File: src/rtl/spi_hold_frontend.sv
module spi_hold_frontend #(
  parameter int BYTE_W      = 8,
  parameter int SYNC_STAGES = 2
) (
  input  logic              clk,
  input  logic              rst_n,
  input  logic              cs_n_pin,
  input  logic              sck_pin,
  input  logic              mosi_pin,
  input  logic              hold_n_pin,
  input  logic              wp_n_pin,
  output logic              miso_out,
  output logic              miso_oe,
  output logic [BYTE_W-1:0] rx_byte,
  output logic              rx_valid,
  output logic              tx_req,
  input  logic              tx_load,
  input  logic [BYTE_W-1:0] tx_data,
  output logic              sel_start,
  output logic              sel_end,
  output logic              end_aligned,
  output logic              hold_active,
  output logic              wp_n_sync
);
  localparam int              CW      = $clog2(BYTE_W);
  localparam logic [CW-1:0]   LAST    = CW'(BYTE_W - 1);
  localparam int              PINS    = 5;
  // pin order {wp, hold, d, c, cs}; cs resets low so a pin held low at reset is no falling edge
  localparam logic [PINS-1:0] PIN_RST = 5'b11000;

  logic [PINS-1:0]   stg [SYNC_STAGES];
  logic              cs_s, sck_s, mosi_s, hold_n_s;
  logic              cs_q, sck_q, armed, holding;
  logic [CW-1:0]     bit_cnt;
  logic [BYTE_W-2:0] rx_sh;
  logic [BYTE_W-1:0] tx_sh, tx_next;
  logic              cs_fall, cs_rise, active, run, sck_rise, sck_fall, byte_done;

  always_ff @(posedge clk or negedge rst_n)
    if (!rst_n) begin
      for (int i = 0; i < SYNC_STAGES; i++) stg[i] <= PIN_RST;
    end else begin
      stg[0] <= {wp_n_pin, hold_n_pin, mosi_pin, sck_pin, cs_n_pin};
      for (int i = 1; i < SYNC_STAGES; i++) stg[i] <= stg[i-1];
    end

  assign cs_s      = stg[SYNC_STAGES-1][0];
  assign sck_s     = stg[SYNC_STAGES-1][1];
  assign mosi_s    = stg[SYNC_STAGES-1][2];
  assign hold_n_s  = stg[SYNC_STAGES-1][3];
  assign wp_n_sync = stg[SYNC_STAGES-1][4];

  assign cs_fall   = cs_q & ~cs_s;
  assign cs_rise   = cs_s & ~cs_q;
  assign active    = armed & ~cs_s;
  assign run       = active & ~holding;
  assign sck_rise  = run & sck_s & ~sck_q;
  assign sck_fall  = run & ~sck_s & sck_q;
  assign byte_done = sck_rise & (bit_cnt == LAST);

  assign miso_oe     = run;
  assign miso_out    = tx_sh[BYTE_W-1];
  assign hold_active = holding;

  always_ff @(posedge clk or negedge rst_n)
    if (!rst_n) begin
      cs_q        <= 1'b0;
      sck_q       <= 1'b0;
      armed       <= 1'b0;
      holding     <= 1'b0;
      bit_cnt     <= '0;
      rx_sh       <= '0;
      rx_byte     <= '0;
      rx_valid    <= 1'b0;
      tx_req      <= 1'b0;
      tx_sh       <= '0;
      tx_next     <= '0;
      sel_start   <= 1'b0;
      sel_end     <= 1'b0;
      end_aligned <= 1'b0;
    end else begin
      cs_q      <= cs_s;
      sck_q     <= sck_s;
      armed     <= armed | cs_fall;
      sel_start <= cs_fall;
      sel_end   <= armed & cs_rise;
      if (armed & cs_rise) end_aligned <= (bit_cnt == '0) & ~holding;
      rx_valid  <= byte_done;
      tx_req    <= rx_valid;
      if (tx_load) tx_next <= tx_data;
      if (!active) begin
        holding <= 1'b0;
        bit_cnt <= '0;
        rx_sh   <= '0;
      end else begin
        if (!holding && !hold_n_s && !sck_s)     holding <= 1'b1;
        else if (holding && hold_n_s && !sck_s)  holding <= 1'b0;
        if (sck_rise) begin
          rx_sh   <= {rx_sh[BYTE_W-3:0], mosi_s};
          bit_cnt <= byte_done ? '0 : bit_cnt + CW'(1);
        end
        if (byte_done) rx_byte <= {rx_sh, mosi_s};
        if (sck_fall)
          tx_sh <= (bit_cnt == '0) ? (tx_load ? tx_data : tx_next)
                                   : {tx_sh[BYTE_W-2:0], 1'b0};
      end
    end
endmodule


File: config.mk
export PLATFORM = sky130hd
export DESIGN_NAME = spi_hold_frontend
export DESIGN_NICKNAME = d
export VERILOG_FILES = /design/src/rtl/spi_hold_frontend.sv
export SDC_FILE = /design/constraint.sdc
export NUM_CORES = 1
export LEC_CHECK = 0
export BUFFER_PORTS_ARGS = -buffer_cell sky130_fd_sc_hd__buf_4
export CAP_MARGIN = 40
export CELL_PAD_IN_SITES_DETAIL_PLACEMENT = 1
export CELL_PAD_IN_SITES_GLOBAL_PLACEMENT = 2
export CORE_MARGIN = 1.5
export CORE_UTILIZATION = 30
export DETAILED_ROUTE_END_ITERATION = 10
export PLACE_DENSITY = 0.72
export SETUP_SLACK_MARGIN = 0.02
export SYNTH_ARGS = -nofsm -noshare
export SYNTH_HDL_FRONTEND = slang
export SYNTH_SLANG_ARGS = --single-unit
export TNS_END_PERCENT = 10
File: constraint.sdc
create_clock -name clk -period 1.9 [get_ports clk]
set_input_delay 0.38 -clock clk [delete_from_list [all_inputs] [get_ports clk]]
set_output_delay 0.38 -clock clk [all_outputs]
set_load 0.02 [all_outputs]
==> results of run 1 <==
## worst max-delay path: cells and delay by family (launching register included)
kind	cells	cell delay, ns
flops	1	0.49
mux	1	0.38
simple gates	2	0.77
## cells in the final DEF (no fill, tap or decap), drive strengths merged, types with 2 or more instances in the layout
master  netlist  final
bufinv        0      2
nor2b         3      3
ha            3      3
nand2b        2      2
clkbuf        1      5
inv           3      3
nor3b         2      2
a22o          9      9
nor2          4      4
nand2         2      2
dfrtp        49     49
buf           3     33
mux2         31     31
dfstp         4      4
## final cells by class
class	instances	area, µm²
Sequential cell	53	1330
Multi-Input combinational cell	66	684
Inverter	3	11.3
Timing Repair Buffer	33	248
Clock buffer	5	68.8
Fill cell	692	4210
Tap cell	80	100
Clock inverter	3	65.1
## what timing repair did
| item | CTS | global route |
|---|---|---|
| gates resized for setup | 0 | 1 |
| hold endpoints to repair | 0 | 0 |
| endpoints found under the setup margin | 0 | 8 |
| hold buffers | 0 | 0 |
## report_power, final
part / leakage (nW) / internal [mW] / switching [mW]
combinational: 0.462 / 0.143 / 0.112
clock: 0.0681 / 0.523 / 0.352
sequential: 0.661 / 1.22 / 0.0434
## through the flow
step	power [mW]	hold slack (ns)	area, µm²	utilization, %
3_5_place_dp	1.55	0.337	2370	35.3
4_1_cts	2.44	0.128	2510	37.3
5_1_grt	2.53	0.139	2510	37.3
3_3_place_gp	1.54	0.332	2370	35.3
6_report	2.40	0.109	2510	37.3
2_1_floorplan	1.44	0.0844	2060	-
## state kept, by name, indices dropped and copies added (netlist names), 3 cells and up
register and count:
stg 5, rx_byte 8, rx_sh 7, tx_sh 8, bit_cnt 3, tx_next 8
## metal layers
metal	wire length, µm	GRT usage, %
met1	1610	13.5
met2	1640	15.7
met3	184	4.81
met4	16	2.64
met5	0	0
## worst max-delay path by stage
stage,cells after the start,endpoint,start
2_1_floorplan,4,tx_sh[1],hold_active
3_5_place_dp,3,rx_byte[2],hold_active
5_1_grt,3,tx_sh[3],hold_active
3_3_place_gp,3,rx_byte[4],hold_active
6_report,3,tx_sh[2],hold_active
4_1_cts,3,rx_byte[1],hold_active
## kinds of logic (layout without fill, tap and decap cells)
kind of cell,count (synthesis),count (layout),share of synthesized area [%]
flip-flops,53,53,64.6
multiplexers,32,32,20.4
AND/OR/NAND/NOR,19,19,6.20
AO/OA/AOI/OAI,12,12,4.80
buffers and inverters,7,44,2.19
adder cells (fa/ha/maj),3,3,1.82
==> run summary, run 1 <==
Outcome = finished, final reports clean
Most frequent cell after synthesis = dfrtp_1
Highest Clock Rate = 572 MHz
CTS tree = built
Synth area leaders = dfrtp_1 60%, mux2_4 12%, mux2_2 8.2%, dfstp_2 5.1%, a22o_1 3.8%
Slew headroom = 56.1%
Vias in the first global route = 1210
Final Worst Setup Slack = 0.152 ns
Final setup fails = 0
Post-CTS Setup Repair Bufs = 0
Initial antenna violation count = 0
WP data arrival = 1.94 ns
Overflow after GRT = 0
DRC Markers = 0
Worst path max stage delay = 0.49 ns
Worst Reg2Reg Path Length in Cells = 3
Reg2reg setup slack = 0.15 ns
CTS root buf = clkbuf_8
Chip height = 85.9 µm
Worst-margin pin slew = 0.659 ns
Synth cell types = 25
Max Clock Skew = 0.00549 ns
CTS Buffer Depth = 2
H-tree Lvls = 2
Final worst path period share = 92.0%
Mapped cell area = 2060 µm²
Finished Layout Cells = 243
Worst skew pair latency = 0.30 ns
Routability cong. = 0.768
Worst hold path class = primary input to asynchronous set/reset pin
Required @ worst endpoint = 2.09 ns
Number of enable flip-flop cells after synthesis = 0
Vias = 1108
DP HPWL = 2420 µm
Initial Util = 30.7%
Warnings from Yosys = 0
DIE AREA = 7370 µm²
Clock transition at path regs = 0.09 ns
First-pass GRT wire length = 5890 µm
Crit-path cells = nor3b_2 > and3b_1 > mux2_2
Clk sinks = 53
Largest net degree at the start of global routing = 54
N_diodes = 0
Crit end category = flop
Row count = 30
Min cycle time layout = 1.75 ns
Peak VDD IR = 0.000696 V
WL/cell = 14.2 µm
# nets final = 181
GRT Total Usage = 10.4%
Seq/Total Area, Yosys = 64.6%
CP max-delay cell = dfrtp_1
Synth-to-layout area growth = 21.8%
Cells after DPL = 235
Yosys top cell area share = 59.5%
Num CTS Buffers = 5
Post-placement setup slack = 0.0958 ns
Crit path kind = flop to flop
Leak pwr = 1.19 nW
Highest fanout seen on the critical path = 8
Yosys reg bits = 53
1st-iter DRT viols = 45
Drt total wl = 3450 µm
Setup_tns = 0 ns
Buffers on Ports = 32
PwrDens = 955 nW/µm²
Syn avg cell area = 16.3 µm²
Drt pass-1 iters = 4
Final count of hold timing violations = 0
Crit path launch type = flop
Chip Width = 85.9 µm
ANT nets after route = 0
Ratio of cells with drive above 1 in the final layout = 49.7%
Top FF cell, synth = dfrtp_1
RR Endpoint = tx_sh[2]
Synthesized Nets = 145
IO Count = 33
RSZ-0062 raised after global routing = no
DR vias/cell = 4.56
Most common library cells after synthesis = 49 x dfrtp_1, 16 x mux2_4, 15 x mux2_2
Max-slew violation count = 0
RR Startpoint = hold_active
Core ar. = 6720 µm²
Share of flip-flops with an asynchronous set or reset = 100%
Synth area leader = dfrtp_1
Max-cap violation count = 0
Syn Inst Count = 126
(Power assumes the default switching activity.)
==> inputs of run 2 (changes only) <==
- CAP_MARGIN: 40 -> unset
- GPL_TIMING_DRIVEN: unset -> 0
- TNS_END_PERCENT: 10 -> unset
==> run 2 against run 1 <==
Net effect: first-iteration DRC count rose by 42%; non-clock buffer count rose by 2; hold slack got worse by 0.021 ns; fmax rose by 1.5%; power fell by 11%; count of clock-buffer cells in the layout rose by 1; cell area fell by 1.3%; flip-flop and latch count did not move; die area did not move; sequential power barely moved; routed wire length rose by 2.3%; highest routed layer unchanged.
==> run summary, run 2 (same netlist as run 1, synthesis figures left out) <==
N_diodes = 0
Buffers on Ports = 31
WP data arrival = 1.92 ns
GRT Total Usage = 11.1%
Crit path launch type = flop
DR vias/cell = 4.59
Highest fanout seen on the critical path = 9
Filler cells = 702
Max-slew violation count = 0
Initial antenna violation count = 0
Final Worst Setup Slack = 0.178 ns
Slew headroom = 56.6%
Num CTS Buffers = 5
Synth-to-layout area growth = 20.2%
First-pass GRT wire length = 6230 µm
IO Count = 33
Min cycle time layout = 1.72 ns
CTS tree = built
# nets final = 183
Post-CTS Setup Repair Bufs = 0
Worst skew pair latency = 0.30 ns
ANT nets after route = 0
Routability cong. = 0.736
Vias in the first global route = 1281
Max-cap violation count = 0
CP max-delay cell = dfrtp_1
1st-iter DRT viols = 64
WL/cell = 14.4 µm
Outcome = finished, final reports clean
H-tree Lvls = 2
CTS root buf = clkbuf_8
Leak pwr = 1.18 nW
Drt total wl = 3530 µm
Worst-margin pin slew = 0.651 ns
Clk sinks = 53
DIE AREA = 7370 µm²
Clock transition at path regs = 0.09 ns
Most numerous cell on the critical path = mux2_2
Crit end category = flop
Peak VDD IR = 0.000267 V
Worst path max stage delay = 0.41 ns
Largest regs = rx_byte: 8 flops, tx_next: 8 flops, tx_sh: 8 flops
Largest net degree at the start of global routing = 54
Initial Util = 30.7%
Highest Clock Rate = 581 MHz
DP HPWL = 2480 µm
Commonest cells after routing, fill and taps aside = 49 x dfrtp_1, 32 x buf_4, 16 x mux2_4
Core ar. = 6720 µm²
Final count of hold timing violations = 0
Drt pass-1 iters = 4
Row count = 30
Final setup fails = 0
Chip height = 85.9 µm
Ratio of cells with drive above 1 in the final layout = 49.1%
Worst hold path class = primary input to asynchronous set/reset pin
Vias = 1125
Required @ worst endpoint = 2.10 ns
CTS Buffer Depth = 2
Commonest non-fill, non-tap cell in the layout = dfrtp_1
Crit path kind = flop to flop
RSZ-0062 raised after global routing = no
Crit-path cells = inv_1 > ha_1 > nor2b_1 > clkbuf_2 > mux2_2 > mux2_2
Max Clock Skew = 0.00928 ns
Post-placement setup slack = -0.0489 ns
Chip Width = 85.9 µm
Overflow after GRT = 0
PwrDens = 859 nW/µm²
Final worst path period share = 90.6%
Hold Slack = 0.0876 ns
DRC Markers = 0
==> run 2: repair_timing <==
item                       4_1_cts  5_1_grt
setup endpoints to repair        7        0
gates resized for setup          1        0
hold buffers                     0        0
==> run 2: final timing paths <==
check	start	endpoint	slack (ns)	depth (start not counted)
worst max-delay path	bit_cnt[0]	tx_sh[2]	0.18	6
worst min-delay path	rst_n	tx_next[4]	0.09	1
worst max register to register	bit_cnt[0]	tx_sh[2]	0.18	6
worst min register to register	stg[8]	hold_n_s	0.36	0
max in group asynchronous	rst_n	sel_end	1.36	1
min in group clk	mosi_pin	stg[7]	0.18	1
==> run 2: where the power goes <==
group          switching, mW  internal [mW]  total, mW  leakage [nW]
logic                  0.112          0.144      0.257         0.475
registers             0.0450           1.22       1.27         0.661
clock network          0.345          0.256      0.601        0.0450
==> run 2: per-stage QoR <==
stage               total power, mW  cells  area, µm²  util, %  setup TNS, ns
floorplan                      1.44    126       2060        -              0
global placement               1.54    237       2390     35.6              0
detailed placement             1.56    237       2390     35.6         -0.267
CTS                            2.17    245       2480     36.9              0
global route                   2.25    245       2480     36.9              0
finish                         2.13    245       2480     36.9              0
==> run 2: final cells by class <==
cell class / instances / area (µm²) / share of cell area, %
Buffer: 4 / 35.0 / 1.41
Clock buffer: 6 / 72.6 / 2.93
Clock inverter: 2 / 10.0 / 0.404
Inverter: 3 / 11.3 / 0.455
Multi-Input combinational cell: 66 / 683 / 27.6
Sequential cell: 53 / 1330 / 53.8
Tap cell: 80 / 100 / 4.04
Timing Repair Buffer: 31 / 233 / 9.40
==> run 2: layer usage <==
layer / routed length, µm / GRT usage (%) / vias up
met1: 1510 / 14.0 / 573
met4: 55 / 4.40 / 0
met5: 0 / 0 / -
met3: 166 / 3.66 / 5
met2: 1800 / 17.7 / 31
li1: - / - / 516
==> run 2: critical path, delay by kind of cell (launching register included) <==
kind,cells,cell delay [ns]
adder cells (fa/ha/maj),1,0.14
AND/OR/NAND/NOR,1,0.12
flip-flops,1,0.41
multiplexers,2,0.62
buffers and inverters,2,0.33
==> inputs of run 3 (changes only) <==
- CELL_PAD_IN_SITES_DETAIL_PLACEMENT: 1 -> 0
- CELL_PAD_IN_SITES_GLOBAL_PLACEMENT: 2 -> 1
- PLACE_DENSITY: 0.72 -> 0.65
==> run 3 against run 2 <==
Net effect: hold slack gained 0.023 ns; critical path depth is the same; register-to-register slack is essentially flat; global-route usage shrank 0.98 points; sequential share of layout area shrank 0.11 points; first-iteration DRC count shrank 44%; clock power grew 2%; utilization grew 0.074 points; flip-flop and latch count is the same; non-clock buffer count is the same; routed wire length shrank 4.4%; via count shrank 1.9%; critical endpoint is now tx_sh[4]; highest routed layer unchanged.
==> run summary, run 3 (same netlist as run 1, synthesis figures left out) <==
DIE AREA = 7370 µm²
Post-route cell area = 2480 µm²
Chip Width = 85.9 µm
Drt pass-1 iters = 3
CP max-delay cell = dfrtp_1
Core ar. = 6720 µm²
First-pass GRT wire length = 5750 µm
RSZ-0062 raised after global routing = no
ANT nets after route = 0
Multi-input logic area = 683 µm²
Crit path kind = flop to flop
Highest fanout seen on the critical path = 9
Worst skew pair latency = 0.30 ns
Buffers on Ports = 31
Pwr Total = 2.14 mW
Crit-path cells = inv_1 > ha_1 > nor2b_1 > clkbuf_2 > mux2_2 > mux2_2
Highest Clock Rate = 581 MHz
Largest regs = rx_byte: 8 flops, tx_next: 8 flops, tx_sh: 8 flops
Drt total wl = 3380 µm
Routability cong. = 0.729
Required @ worst endpoint = 2.09 ns
Vias = 1104
GRT Total Usage = 10.1%
PwrDens = 863 nW/µm²
DP HPWL = 2330 µm
FF/Latch Area = 1330 µm²
Peak VDD IR = 0.000437 V
RR Endpoint = tx_sh[4]
IO Count = 33
Final worst path period share = 90.6%
CTS Buffer Depth = 2
1st-iter DRT viols = 36
Worst Path Buf+Inv = 2
Row count = 30
Num CTS Buffers = 5
Final setup fails = 0
Commonest non-fill, non-tap cell in the layout = dfrtp_1
WP data arrival = 1.91 ns
Final Worst Setup Slack = 0.178 ns
Largest net degree at the start of global routing = 54
Final core utilization = 36.9%
Crit end category = flop
DR vias/cell = 4.51
Clock transition at path regs = 0.09 ns
Critical path's top delay family = multiplexers
Synth-to-layout area growth = 20.5%
Worst hold path class = primary input to asynchronous set/reset pin
Min cycle time layout = 1.72 ns
Post-placement setup slack = 0.00303 ns
RR Startpoint = bit_cnt[0]
Chip height = 85.9 µm
Max Clock Skew = 0.00705 ns
Slew headroom = 56.7%
Final count of hold timing violations = 0
Max-cap violation count = 0
Most numerous cell on the critical path = mux2_2
Crit path launch type = flop
Overflow after GRT = 0
WL/cell = 13.8 µm
Commonest cells after routing, fill and taps aside = 49 x dfrtp_1, 32 x buf_4, 16 x mux2_4
DRC Markers = 0
Vias in the first global route = 1193
Max-slew violation count = 0
Worst Reg2Reg Path Length in Cells = 6
Post-CTS Setup Repair Bufs = 0
Initial Util = 30.7%
Initial antenna violation count = 0
Ratio of cells with drive above 1 in the final layout = 49.1%
H-tree Lvls = 2
Clk sinks = 53
# nets final = 183
CTS tree = built
Hold buffers post-CTS = 0
N_diodes = 0
Outcome = finished, final reports clean
Post-DP Area = 2390 µm²
CTS root buf = clkbuf_8
Worst-margin pin slew = 0.649 ns
Setup_tns = 0 ns
Worst path max stage delay = 0.41 ns
Filler cells = 624
Reg2reg setup slack = 0.18 ns
Leak pwr = 1.17 nW
-- run 3: per-stage QoR --
stage	std cells	hold WS, ns
final	245	0.111
after global routing	245	0.158
after CTS	245	0.130
after detailed placement	237	0.335
after global placement	237	0.332
after floorplan	126	0.0844
-- run 3: what timing repair did --
action	in CTS	in global routing
endpoints found under the hold margin	0	0
resized for setup	1	0
endpoints found under the setup margin	7	0
-- run 3: layer usage --
layer | wire length [µm] | vias up | share of wire [%] | GRT usage, %
li1 | - | 515 | - | -
met3 | 135 | 5 | 4.0 | 3.56
met4 | 40 | 0 | 1.2 | 3.23
met5 | 0 | - | 0 | 0
met1 | 1520 | 560 | 45 | 13.3
met2 | 1680 | 24 | 50 | 15.7
-- run 3: final cells by class --
| class | instances | share of cell area, % |
|---|---|---|
| Buffer | 4 | 1.41 |
| Clock buffer | 6 | 2.92 |
| Clock inverter | 2 | 0.605 |
| Inverter | 3 | 0.454 |
| Multi-Input combinational cell | 66 | 27.5 |
| Sequential cell | 53 | 53.7 |
| Tap cell | 80 | 4.03 |
| Timing Repair Buffer | 31 | 9.38 |
-- run 3: worst max-delay path by stage --
stage                      startpoint       end  slack (ns)  depth (start not counted)
after floorplan           hold_active  tx_sh[1]        0.14                          4
after global placement     bit_cnt[0]  tx_sh[4]        0.02                          6
after detailed placement   bit_cnt[0]  tx_sh[5]       0.003                          6
after CTS                  bit_cnt[0]  tx_sh[4]        0.16                          6
after global routing       bit_cnt[0]  tx_sh[3]        0.07                          6
final                      bit_cnt[0]  tx_sh[4]        0.18                          6
-- run 3: where the power goes --
part           internal [mW]  switching [mW]  total [mW]
clock network          0.260           0.356       0.616
registers               1.22          0.0459        1.27
logic                  0.144           0.111       0.255
